$ cat config.mk
export PLATFORM = sky130hd
export DESIGN_NAME = skew_comp
export DESIGN_NICKNAME = d
export VERILOG_FILES = /design/src/rtl/skcomp_pkg.sv /design/src/rtl/skc_line.sv /design/src/rtl/skc_meter.sv /design/src/rtl/skc_bit.sv /design/src/rtl/skew_comp.sv
export SDC_FILE = /design/constraint.sdc
export NUM_CORES = 1
export LEC_CHECK = 0
export ABC_AREA = 1
export BUFFER_PORTS_ARGS = -buffer_cell sky130_fd_sc_hd__buf_2
export CAP_MARGIN = 20
export CELL_PAD_IN_SITES_DETAIL_PLACEMENT = 0
export CELL_PAD_IN_SITES_GLOBAL_PLACEMENT = 2
export CORE_MARGIN = 2
export CORE_UTILIZATION = 25
export CTS_CLUSTER_DIAMETER = 30
export DETAILED_ROUTE_END_ITERATION = 8
export HOLD_SLACK_MARGIN = 0.1
export PLACE_DENSITY = 0.63
export RECOVER_POWER = 50
export SLEW_MARGIN = 20
export SYNTH_ARGS = -nofsm -noshare
export SYNTH_HDL_FRONTEND = slang
export SYNTH_SLANG_ARGS = --single-unit
$ cat constraint.sdc
create_clock -name clk -period 25.8 [get_ports clk]
set_input_delay 2.58 -clock clk [delete_from_list [all_inputs] [get_ports clk]]
set_output_delay 2.58 -clock clk [all_outputs]
set_load 0.01 [all_outputs]
$ cat src/rtl/skcomp_pkg.sv
package skcomp_pkg;

    // Default geometry: oversample ticks per transmission period and
    // number of lag measurements folded into one setting.
    localparam int unsigned TICKS = 8;
    localparam int unsigned NMEAS = 8;
    localparam int unsigned SKW   = $clog2(TICKS);
    localparam int unsigned LAGW  = SKW + 1;

    // Pair-measurement state: waiting for a first event, or counting
    // ticks until the partner event shows up.
    typedef enum logic [0:0] {
        MS_IDLE,
        MS_WAIT
    } meas_st_e;

    // Delay setting applied to the early line.
    typedef struct packed {
        logic           dat_first;
        logic [SKW-1:0] amt;
    } skew_set_t;

    // Signed lag (positive: data early) to a delay setting.
    function automatic skew_set_t lag_to_set(input logic signed [LAGW-1:0] lag);
        skew_set_t s;
        s.dat_first = (lag > 0);
        s.amt       = (lag < 0) ? SKW'(-lag) : SKW'(lag);
        return s;
    endfunction

endpackage

$ cat src/rtl/skc_line.sv
// One line channel: two-flop synchronizer then a tap shift register.
// tap_o[k] is the synchronized line value k ticks older than tap_o[0].
module skc_line #(
    parameter int unsigned TAPS = skcomp_pkg::TICKS
) (
    input  logic            clk,
    input  logic            rst,
    input  logic            line_i,
    output logic [TAPS-1:0] tap_o
);

    logic meta_q;
    logic sync_q;

    always_ff @(posedge clk) begin
        if (rst) begin
            meta_q <= 1'b0;
            sync_q <= 1'b0;
            tap_o  <= '0;
        end else begin
            meta_q <= line_i;
            sync_q <= meta_q;
            tap_o  <= {tap_o[TAPS-2:0], sync_q};
        end
    end

endmodule

$ cat src/rtl/skc_meter.sv
// Training: pairs clock rises with data transitions, stores signed lags,
// and commits the lower median as the frozen delay setting.
module skc_meter #(
    parameter int unsigned TICKS = skcomp_pkg::TICKS,
    parameter int unsigned NMEAS = skcomp_pkg::NMEAS
) (
    input  logic                  clk,
    input  logic                  rst,
    input  logic                  cal_en_i,
    input  logic                  clk_rise_i,
    input  logic                  dat_edge_i,
    output skcomp_pkg::skew_set_t set_o,
    output logic                  done_o,
    output logic                  ovf_o
);

    localparam int unsigned CW = $clog2(TICKS);
    localparam int unsigned LW = CW + 1;
    localparam int unsigned IW = $clog2(NMEAS);
    localparam int unsigned NW = $clog2(NMEAS + 1);

    skcomp_pkg::meas_st_e st_q;
    logic                 cal_q;
    logic                 run_q;
    logic                 lead_dat_q;
    logic [CW-1:0]        cnt_q;
    logic [NW-1:0]        n_q;
    logic signed [LW-1:0] lag_q [NMEAS];

    logic                 start;
    logic                 meas_ok;
    logic                 meas_ovf;
    logic signed [LW-1:0] meas_val;
    logic signed [LW-1:0] mag;
    logic signed [LW-1:0] med;

    assign start = cal_en_i & ~cal_q;
    assign mag   = $signed({1'b0, cnt_q});

    // Pair completion and timeout detection.
    always_comb begin
        meas_ok  = 1'b0;
        meas_ovf = 1'b0;
        meas_val = '0;
        if (run_q && cal_en_i && (n_q != NW'(NMEAS))) begin
            if (st_q == skcomp_pkg::MS_IDLE) begin
                if (clk_rise_i && dat_edge_i) begin
                    meas_ok = 1'b1;
                end
            end else if (lead_dat_q ? clk_rise_i : dat_edge_i) begin
                meas_ok  = 1'b1;
                meas_val = lead_dat_q ? mag : -mag;
            end else if (cnt_q == CW'(TICKS - 1)) begin
                meas_ovf = 1'b1;
            end
        end
    end

    // Lower median by rank counting: smallest value with at least
    // NMEAS/2 entries less than or equal to it.
    always_comb begin
        logic found;
        found = 1'b0;
        med   = '0;
        for (int i = 0; i < NMEAS; i++) begin
            int unsigned le;
            le = 0;
            for (int j = 0; j < NMEAS; j++) begin
                if (lag_q[j] <= lag_q[i]) le++;
            end
            if ((le >= NMEAS / 2) && (!found || (lag_q[i] < med))) begin
                med   = lag_q[i];
                found = 1'b1;
            end
        end
    end

    always_ff @(posedge clk) begin
        if (rst) begin
            st_q       <= skcomp_pkg::MS_IDLE;
            cal_q      <= 1'b0;
            run_q      <= 1'b0;
            lead_dat_q <= 1'b0;
            cnt_q      <= '0;
            n_q        <= '0;
            set_o      <= '0;
            done_o     <= 1'b0;
            ovf_o      <= 1'b0;
            for (int i = 0; i < NMEAS; i++) lag_q[i] <= '0;
        end else begin
            cal_q <= cal_en_i;
            if (start) begin
                run_q  <= 1'b1;
                n_q    <= '0;
                st_q   <= skcomp_pkg::MS_IDLE;
                done_o <= 1'b0;
                ovf_o  <= 1'b0;
            end else if (run_q) begin
                if (!cal_en_i) begin
                    run_q <= 1'b0;
                    st_q  <= skcomp_pkg::MS_IDLE;
                end else if (n_q == NW'(NMEAS)) begin
                    set_o  <= skcomp_pkg::lag_to_set(med);
                    done_o <= 1'b1;
                    run_q  <= 1'b0;
                end else if (meas_ok) begin
                    lag_q[n_q[IW-1:0]] <= meas_val;
                    n_q                <= n_q + NW'(1);
                    st_q               <= skcomp_pkg::MS_IDLE;
                end else if (meas_ovf) begin
                    ovf_o <= 1'b1;
                    run_q <= 1'b0;
                    st_q  <= skcomp_pkg::MS_IDLE;
                end else if (st_q == skcomp_pkg::MS_WAIT) begin
                    cnt_q <= cnt_q + CW'(1);
                end else if (clk_rise_i || dat_edge_i) begin
                    st_q       <= skcomp_pkg::MS_WAIT;
                    lead_dat_q <= dat_edge_i;
                    cnt_q      <= CW'(1);
                end
            end
        end
    end

    // a timeout never disturbs the applied setting.
    a_r6_ovf_keeps_setting: assert property (@(posedge clk) disable iff (rst)
        $rose(ovf_o) |-> $stable(set_o));

    // an aborted training never reports completion.
    a_r6_done_ovf_excl: assert property (@(posedge clk) disable iff (rst)
        !(done_o && ovf_o));

    // completion only after the full set of measurements.
    a_r4_done_after_full: assert property (@(posedge clk) disable iff (rst)
        $rose(done_o) |-> ($past(n_q) == NW'(NMEAS)));

    // no measurement is stored outside a running training.
    a_r2_no_store_idle: assert property (@(posedge clk) disable iff (rst)
        (!run_q && !start) |=> $stable(n_q));

endmodule

$ cat src/rtl/skc_bit.sv
// Recovers one bit per period: samples aligned data at the middle of the
// aligned period, counted from each aligned clock rising edge.
module skc_bit #(
    parameter int unsigned TICKS = skcomp_pkg::TICKS
) (
    input  logic clk,
    input  logic rst,
    input  logic aclk_i,
    input  logic adat_i,
    output logic bit_o,
    output logic vld_o
);

    localparam int unsigned PW  = $clog2(TICKS);
    localparam int unsigned MID = TICKS / 2;

    logic          prev_q;
    logic          active_q;
    logic [PW-1:0] ph_q;
    logic          rise;

    assign rise = aclk_i & ~prev_q;

    always_ff @(posedge clk) begin
        if (rst) begin
            prev_q   <= 1'b0;
            active_q <= 1'b0;
            ph_q     <= '0;
            bit_o    <= 1'b0;
            vld_o    <= 1'b0;
        end else begin
            prev_q <= aclk_i;
            vld_o  <= 1'b0;
            if (rise) begin
                active_q <= 1'b1;
                ph_q     <= PW'(1);
            end else if (active_q) begin
                if (ph_q == PW'(MID)) begin
                    bit_o    <= adat_i;
                    vld_o    <= 1'b1;
                    active_q <= 1'b0;
                end else begin
                    ph_q <= ph_q + PW'(1);
                end
            end
        end
    end

    // the strobe lasts a single cycle.
    a_r8_vld_single: assert property (@(posedge clk) disable iff (rst)
        vld_o |=> !vld_o);

    // a strobe is always preceded by an armed sampling window.
    a_r8_vld_after_rise: assert property (@(posedge clk) disable iff (rst)
        $rose(vld_o) |-> $past(active_q));

endmodule

$ cat src/rtl/skew_comp.sv
module skew_comp #(
    parameter int unsigned TICKS = skcomp_pkg::TICKS,
    parameter int unsigned NMEAS = skcomp_pkg::NMEAS
) (
    input  logic                        clk,
    input  logic                        rst,
    input  logic                        cal_en_i,
    input  logic                        line_clk_i,
    input  logic                        line_dat_i,
    output logic                        aligned_clk_o,
    output logic                        aligned_dat_o,
    output logic                        bit_o,
    output logic                        bit_vld_o,
    output logic [skcomp_pkg::SKW-1:0]  skew_amt_o,
    output logic                        data_first_o,
    output logic                        cal_done_o,
    output logic                        skew_ovf_o
);

    localparam int unsigned NCH = 2;  // channel 0: clock line, 1: data line

    logic [NCH-1:0]        line_in;
    logic [TICKS-1:0]      taps [NCH];
    skcomp_pkg::skew_set_t set;
    logic                  clk_rise;
    logic                  dat_edge;

    assign line_in = {line_dat_i, line_clk_i};

    for (genvar c = 0; c < NCH; c++) begin : g_line
        skc_line #(.TAPS(TICKS)) u_line (
            .clk    (clk),
            .rst    (rst),
            .line_i (line_in[c]),
            .tap_o  (taps[c])
        );
    end

    assign clk_rise = taps[0][0] & ~taps[0][1];
    assign dat_edge = taps[1][0] ^ taps[1][1];

    skc_meter #(.TICKS(TICKS), .NMEAS(NMEAS)) u_meter (
        .clk        (clk),
        .rst        (rst),
        .cal_en_i   (cal_en_i),
        .clk_rise_i (clk_rise),
        .dat_edge_i (dat_edge),
        .set_o      (set),
        .done_o     (cal_done_o),
        .ovf_o      (skew_ovf_o)
    );

    // Only the early line goes through its delay taps.
    assign aligned_clk_o = set.dat_first ? taps[0][0] : taps[0][set.amt];
    assign aligned_dat_o = set.dat_first ? taps[1][set.amt] : taps[1][0];

    skc_bit #(.TICKS(TICKS)) u_bit (
        .clk    (clk),
        .rst    (rst),
        .aclk_i (aligned_clk_o),
        .adat_i (aligned_dat_o),
        .bit_o  (bit_o),
        .vld_o  (bit_vld_o)
    );

    assign skew_amt_o   = set.amt;
    assign data_first_o = set.dat_first;

    // with data early, the clock output follows the undelayed clock tap.
    a_r7_late_line_direct: assert property (@(posedge clk) disable iff (rst)
        (data_first_o && $stable(data_first_o)) |-> (aligned_clk_o == taps[0][0]));

endmodule

# Yosys cells after proc, flatten, opt, wreduce, memory -nomap -nowiden
# Memories as Yosys holds them, arrays and structs flattened.
# Index checks and enable logic that the tools add are counted.
# Widths: inputs -> output; s select.
[totals]
mem_count = 1
regBits = 44
word_cells = 360
ram_bits = 32
output_inout_bits = 10
[op_classes]
order_cmp = 82
n_eq_ne = 6
mux = 132
bitwise_logic = 15
addsub = 61
reduce_logical = 41
[memory_table]
columns = ["memory", "words", "word_bits", "read_ports", "rd_clocked_by_memory_dff", "wr", "line_no", "rtl"]
rows = [
  ["u_meter.lag_q", 8, 4, 8, 0, 8, "skc_meter.sv:28", "logic signed [LW-1:0] lag_q [NMEAS];"],
]
[ops]
columns = ["cell", "n"]
rows = [
  ["$mux 32", 56],
  ["$add 32x1->32 const B", 48],
  ["$ge 32x3->1 const B", 8],
  ["$le 4x4->1", 64],
  ["$mux 1", 57],
  ["$mux 4", 13],
  ["$lt 4x4->1", 7],
  ["$add 1x1->2 const B", 8],
  ["$mux 3", 4],
  ["$not 1->1", 11],
  ["$logic_and 1x1->1", 10],
  ["$logic_or 1x1->1", 8],
  ["$reduce_and 4->1", 2],
  ["$reduce_and 8->1", 1],
  ["$logic_not 1->1", 7],
  ["$reduce_and 7->1", 1],
  ["$add 3x1->3 const B", 2],
  ["$bmux 1 s3", 2],
  ["$eq 3x3->1 const B", 2],
  ["$reduce_and 2->1", 3],
  ["$reduce_and 3->1", 2],
  ["$reduce_and 5->1", 1],
  ["$add 4x1->4 const B", 1],
  ["$eq 4x4->1 const B", 1],
  ["14 further kinds", 18],
]

# Longest topological paths before layout
# An unclocked memory read counts as a cell.
[depth]
depth_word = 49
ltp_mapped = 98
ltp_nobuf = 98

# Hierarchy
# From an unflattened synthesis, not the netlist that was laid out.
[hier_totals]
cells_unflattened = 1533
area_unflattened_um2 = 10192.3
[modules_own_cells]
columns = ["mod", "cells_per_inst", "area_each_um2", "n_inst"]
rows = [
  ["skc_meter", 1372, 9051.2, 1],
  ["skc_line", 31, 286.5, 2],
  ["skc_bit", 44, 327.8, 1],
  ["skew_comp", 55, 240.2, 1],
]

# Worst setup path before layout
# Ideal clock, no wire load.
[synth_path]
path_type = "reg2reg"
start = "memory u_meter.lag_q[1][3] (netlist name)"
end = "register u_meter.set_o[1] (netlist name)"
path_stages_with_launch = 88
period_less_slack_ns = 10.479
arrival_time_ns = 10.364
path_buffers = 0
slack_ns = 15.321
cell_sequence = "edfxtp_1 ha_1 nand2_1 inv_1 o21ai_0 nand3_1 o21ai_0 nor2_1 inv_1 fa_1 nand4_1 nand2_2 inv_1 ha_1 nand2_1 nand2_1 ha_1 or2_1 [... 52 more ...] nand2_1 nand2_2 nand2_4 nand2_1 o21a_1 inv_1 ha_1 nor3b_1 nand2_2 nand2_4 nand2_4 nand2_1 o21ai_2 ha_1 inv_1 nand3_1 nand3_1 a21oi_2"
[synth_rtl]
columns = ["item", "line_no", "rtl"]
rows = [
  ["start, declared", "skc_meter.sv:28", ""],
  ["end signal, assigned", "skc_meter.sv:103", "set_o <= skcomp_pkg::lag_to_set(med);"],
  ["end, declared", "skc_meter.sv:12", "output skcomp_pkg::skew_set_t set_o,"],
]

==> flow_summary.toml <==
[outcome]
outcome = "complete, but fails checks"
violations = "max-capacitance violations, max-slew violations"

[synth]
ys_types = 52
synth.avg_cell_area_um2 = 6.72
synth-main-ff-cell = "dfxtp_1"
synth_cells = 1486
yosysSeqAreaShare = 0.185
yosys_warnings = 0
synth-async-reset-ratio = 0
synth_edf_count = 32
synth_area_um2 = 9980
synth_seq_cells = 76
synth_nets = 1692

[route]
drtPass1Iterations = 4
wl_per_cell_um = 13.8
drt-total-wl_um = 28200
drc_errors = 0
drt_iter0_markers = 395
vias = 8828
vias_per_cell = 4.33
postRouteAntennaNets = 0

[global_routing]
antenna_found_initial = 0
grtUsageTotal = 0.140
grt_pass1_wl_um = 45400
grt_start_max_net_pins = 34
grt_pass1_vias = 8696
overflow = 0

[clocking]
cts.htree.levels = 3
cts_tree = "done"
cts.reportedPaths.clkPinSlew_ns = 0.06
insertion_delay_ns = 0.34
cts.sinks = 76
numCtsBuffers = 9
postCtsSetupRepairBufs = 0
cts.repair.resized = 0
clockBufferDepth = 2
ctsRootBufferMaster = "clkbuf_16"
hold_buffers = 0

[timing]
setup_viol = 0
fin_worst_skew_ns = 0.00956
fmax_mhz = 84.4
finalSetupTns_ns = 0
worst_slew_pin_slew_ns = 1.58
drv_slew = 34
relSlewSlack = -0.0549
fin_crit_sh = 0.459
hold_violations = 0
rsz0062_at_grt = "no"
period_needed_ns = 11.85

[worst_setup_path]
arrival_ns = 12.00
cp_slowest_cell = "fa_1"
end_kind = "register"
crit_path_start_kind = "register"
required_ns = 25.95
reg2regPathDepth = 88
cp_max_fo = 9
slowest_delay_ns = 0.56
setup.worst_path.class = "register to register"
cp_common_cell = "nand2_1"

[worst_hold_path]
min_path_type = "register to register"
hold_depth = 2

[die]
num_rows = 73
die_x_um = 204
core_area_um2 = 39500
die_h_um = 204
dieArea_um2 = 41500
ios = 15
initial_core_util = 0.252

[cells_and_area]
n_fill_cell = 4390
multi_input_area_um2 = 6980
final_util = 0.278
num_antenna_cells = 0
areaGrowthSynthToFinish_pct = 10.1
ff_latch_area_um2 = 1840
mostFrequentLayoutCell = "nand2_1"
mostFrequentLayoutCells = "nand2_1, inv_1, ha_1"
fin_nets = 1713
stdcell_area_um2 = 11000
drive_gt1_frac = 0.0635

[place]
dpl_cell_area_um2 = 10700
place_hpwl_um = 23200
io_buffer_count = 14
finalWeightedCongestion = 0.823

[pwr]
cellLeakagePower_nw = 5.78
cellPowerDensity_nw_per_um2 = 128
irDropWorstVdd_v = 0.000179

[job]
drv_cap = 1
==> cell type report <==
type,count,area share
clock buffer,11,0.0221
clock inverter,5,0.00558
inverter,299,0.102
multi-input combinational,1104,0.636
sequential,76,0.168
tap,525,0.0598
timing repair buffer,17,0.00718
==> state kept, by name, indices dropped and copies added (netlist names) <==
signal and flops:
u_meter.ovf_o 1, u_bit.vld_o 1, u_meter.cnt_q 3, g_line.u_line.sync_q 2, u_bit.ph_q 3, u_meter.lead_dat_q 1
g_line.u_line.tap_o 16, u_meter.run_q 1, g_line.u_line.meta_q 2, u_bit.bit_o 1, u_meter.done_o 1, u_bit.prev_q 1
u_meter.st_q 1, u_meter.cal_q 1, u_meter.n_q 4, u_meter.set_o 4, u_bit.active_q 1, u_meter.lag_q 32
==> cells by family (layout without fill, tap and decap cells) <==
logic type / count (synthesis) / after routing / share of synthesized area
DFF: 76 / 76 / 0.185
AOI/OAI and AO/OA: 193 / 193 / 0.108
adders and majority gates: 201 / 201 / 0.255
muxes: 4 / 4 / 0.00439
xor gates and xnor gates: 42 / 42 / 0.0384
and+or+nand+nor: 664 / 664 / 0.293
buffers and inverters: 306 / 332 / 0.117
==> critical path, delay by kind of cell (launching register included) <==
| family | cells | cell delay [ns] |
|---|---|---|
| fa+ha+maj | 13 | 3.86 |
| buf+inv | 11 | 0.85 |
| compound gates | 12 | 1.84 |
| flops | 1 | 0.47 |
| simple gates | 52 | 4.64 |
==> power breakdown <==
group,switching (mW),internal [mW],total [mW],leakage (nW)
Combinational,0.729,0.417,1.15,4.95
Sequential,0.00517,0.128,0.133,0.687
Clock,0.0503,0.0780,0.128,0.146
Total,0.785,0.623,1.41,5.78
==> worst paths after layout <==
check	startpoint	slack [ns]	to
setup / recovery	u_meter.lag_q[0][1]	13.95	u_meter.set_o[1]
hold / removal	g_line[0].u_line.sync_q	0.40	g_line[0].u_line.tap_o[0]
setup reg to reg	u_meter.lag_q[0][1]	13.95	u_meter.set_o[1]
hold reg to reg	g_line[0].u_line.sync_q	0.40	g_line[0].u_line.tap_o[0]
==> Yosys cell counts, types with 3 or more instances <==
cell / number / area, um^2
nor3_1: 20 / 100
nand3_2: 6 / 60.1
or2_2: 11 / 68.8
o21ai_2: 3 / 26.3
nand3_1: 100 / 500
fa_1: 4 / 80.1
or2_1: 5 / 31.3
a21oi_1: 64 / 320
a31oi_1: 3 / 18.8
inv_2: 12 / 45.0
o21ai_1: 11 / 55.1
nand2_4: 7 / 78.8
nor2_1: 166 / 623
dfxtp_1: 44 / 881
nand2_1: 292 / 1100
xnor2_1: 12 / 105
clkbuf_1: 5 / 18.8
nand2_2: 26 / 163
and2_1: 4 / 25.0
o21a_1: 4 / 30.0
xor2_1: 28 / 245
o21ai_0: 81 / 405
o211ai_1: 5 / 37.5
inv_1: 286 / 1070
ha_1: 197 / 2460
mux2_2: 3 / 33.8
nand4_1: 18 / 113
edfxtp_1: 32 / 961
==> metal layers <==
layer / vias to the layer above / routed length, um / GRT usage
li1: 4825 / - / -
met1: 3941 / 14100 / 0.183
met2: 45 / 13400 / 0.252
met3: 17 / 232 / 0.00991
met4: 0 / 357 / 0.0274
met5: - / 0 / 0
==> metrics by stage <==
step                hold WS (ns)  power, mW  setup slack [ns]  std cells
global placement           0.391       1.30             14.14       2021
finish                     0.400       1.41             13.95       2037
CTS                        0.402       1.43             13.90       2037
detailed placement         0.393       1.29             13.93       2021
floorplan                  0.388       1.07             15.32       1486
global route               0.428       1.61             12.67       2037
Note: power is estimated with default switching activity, not from simulation.
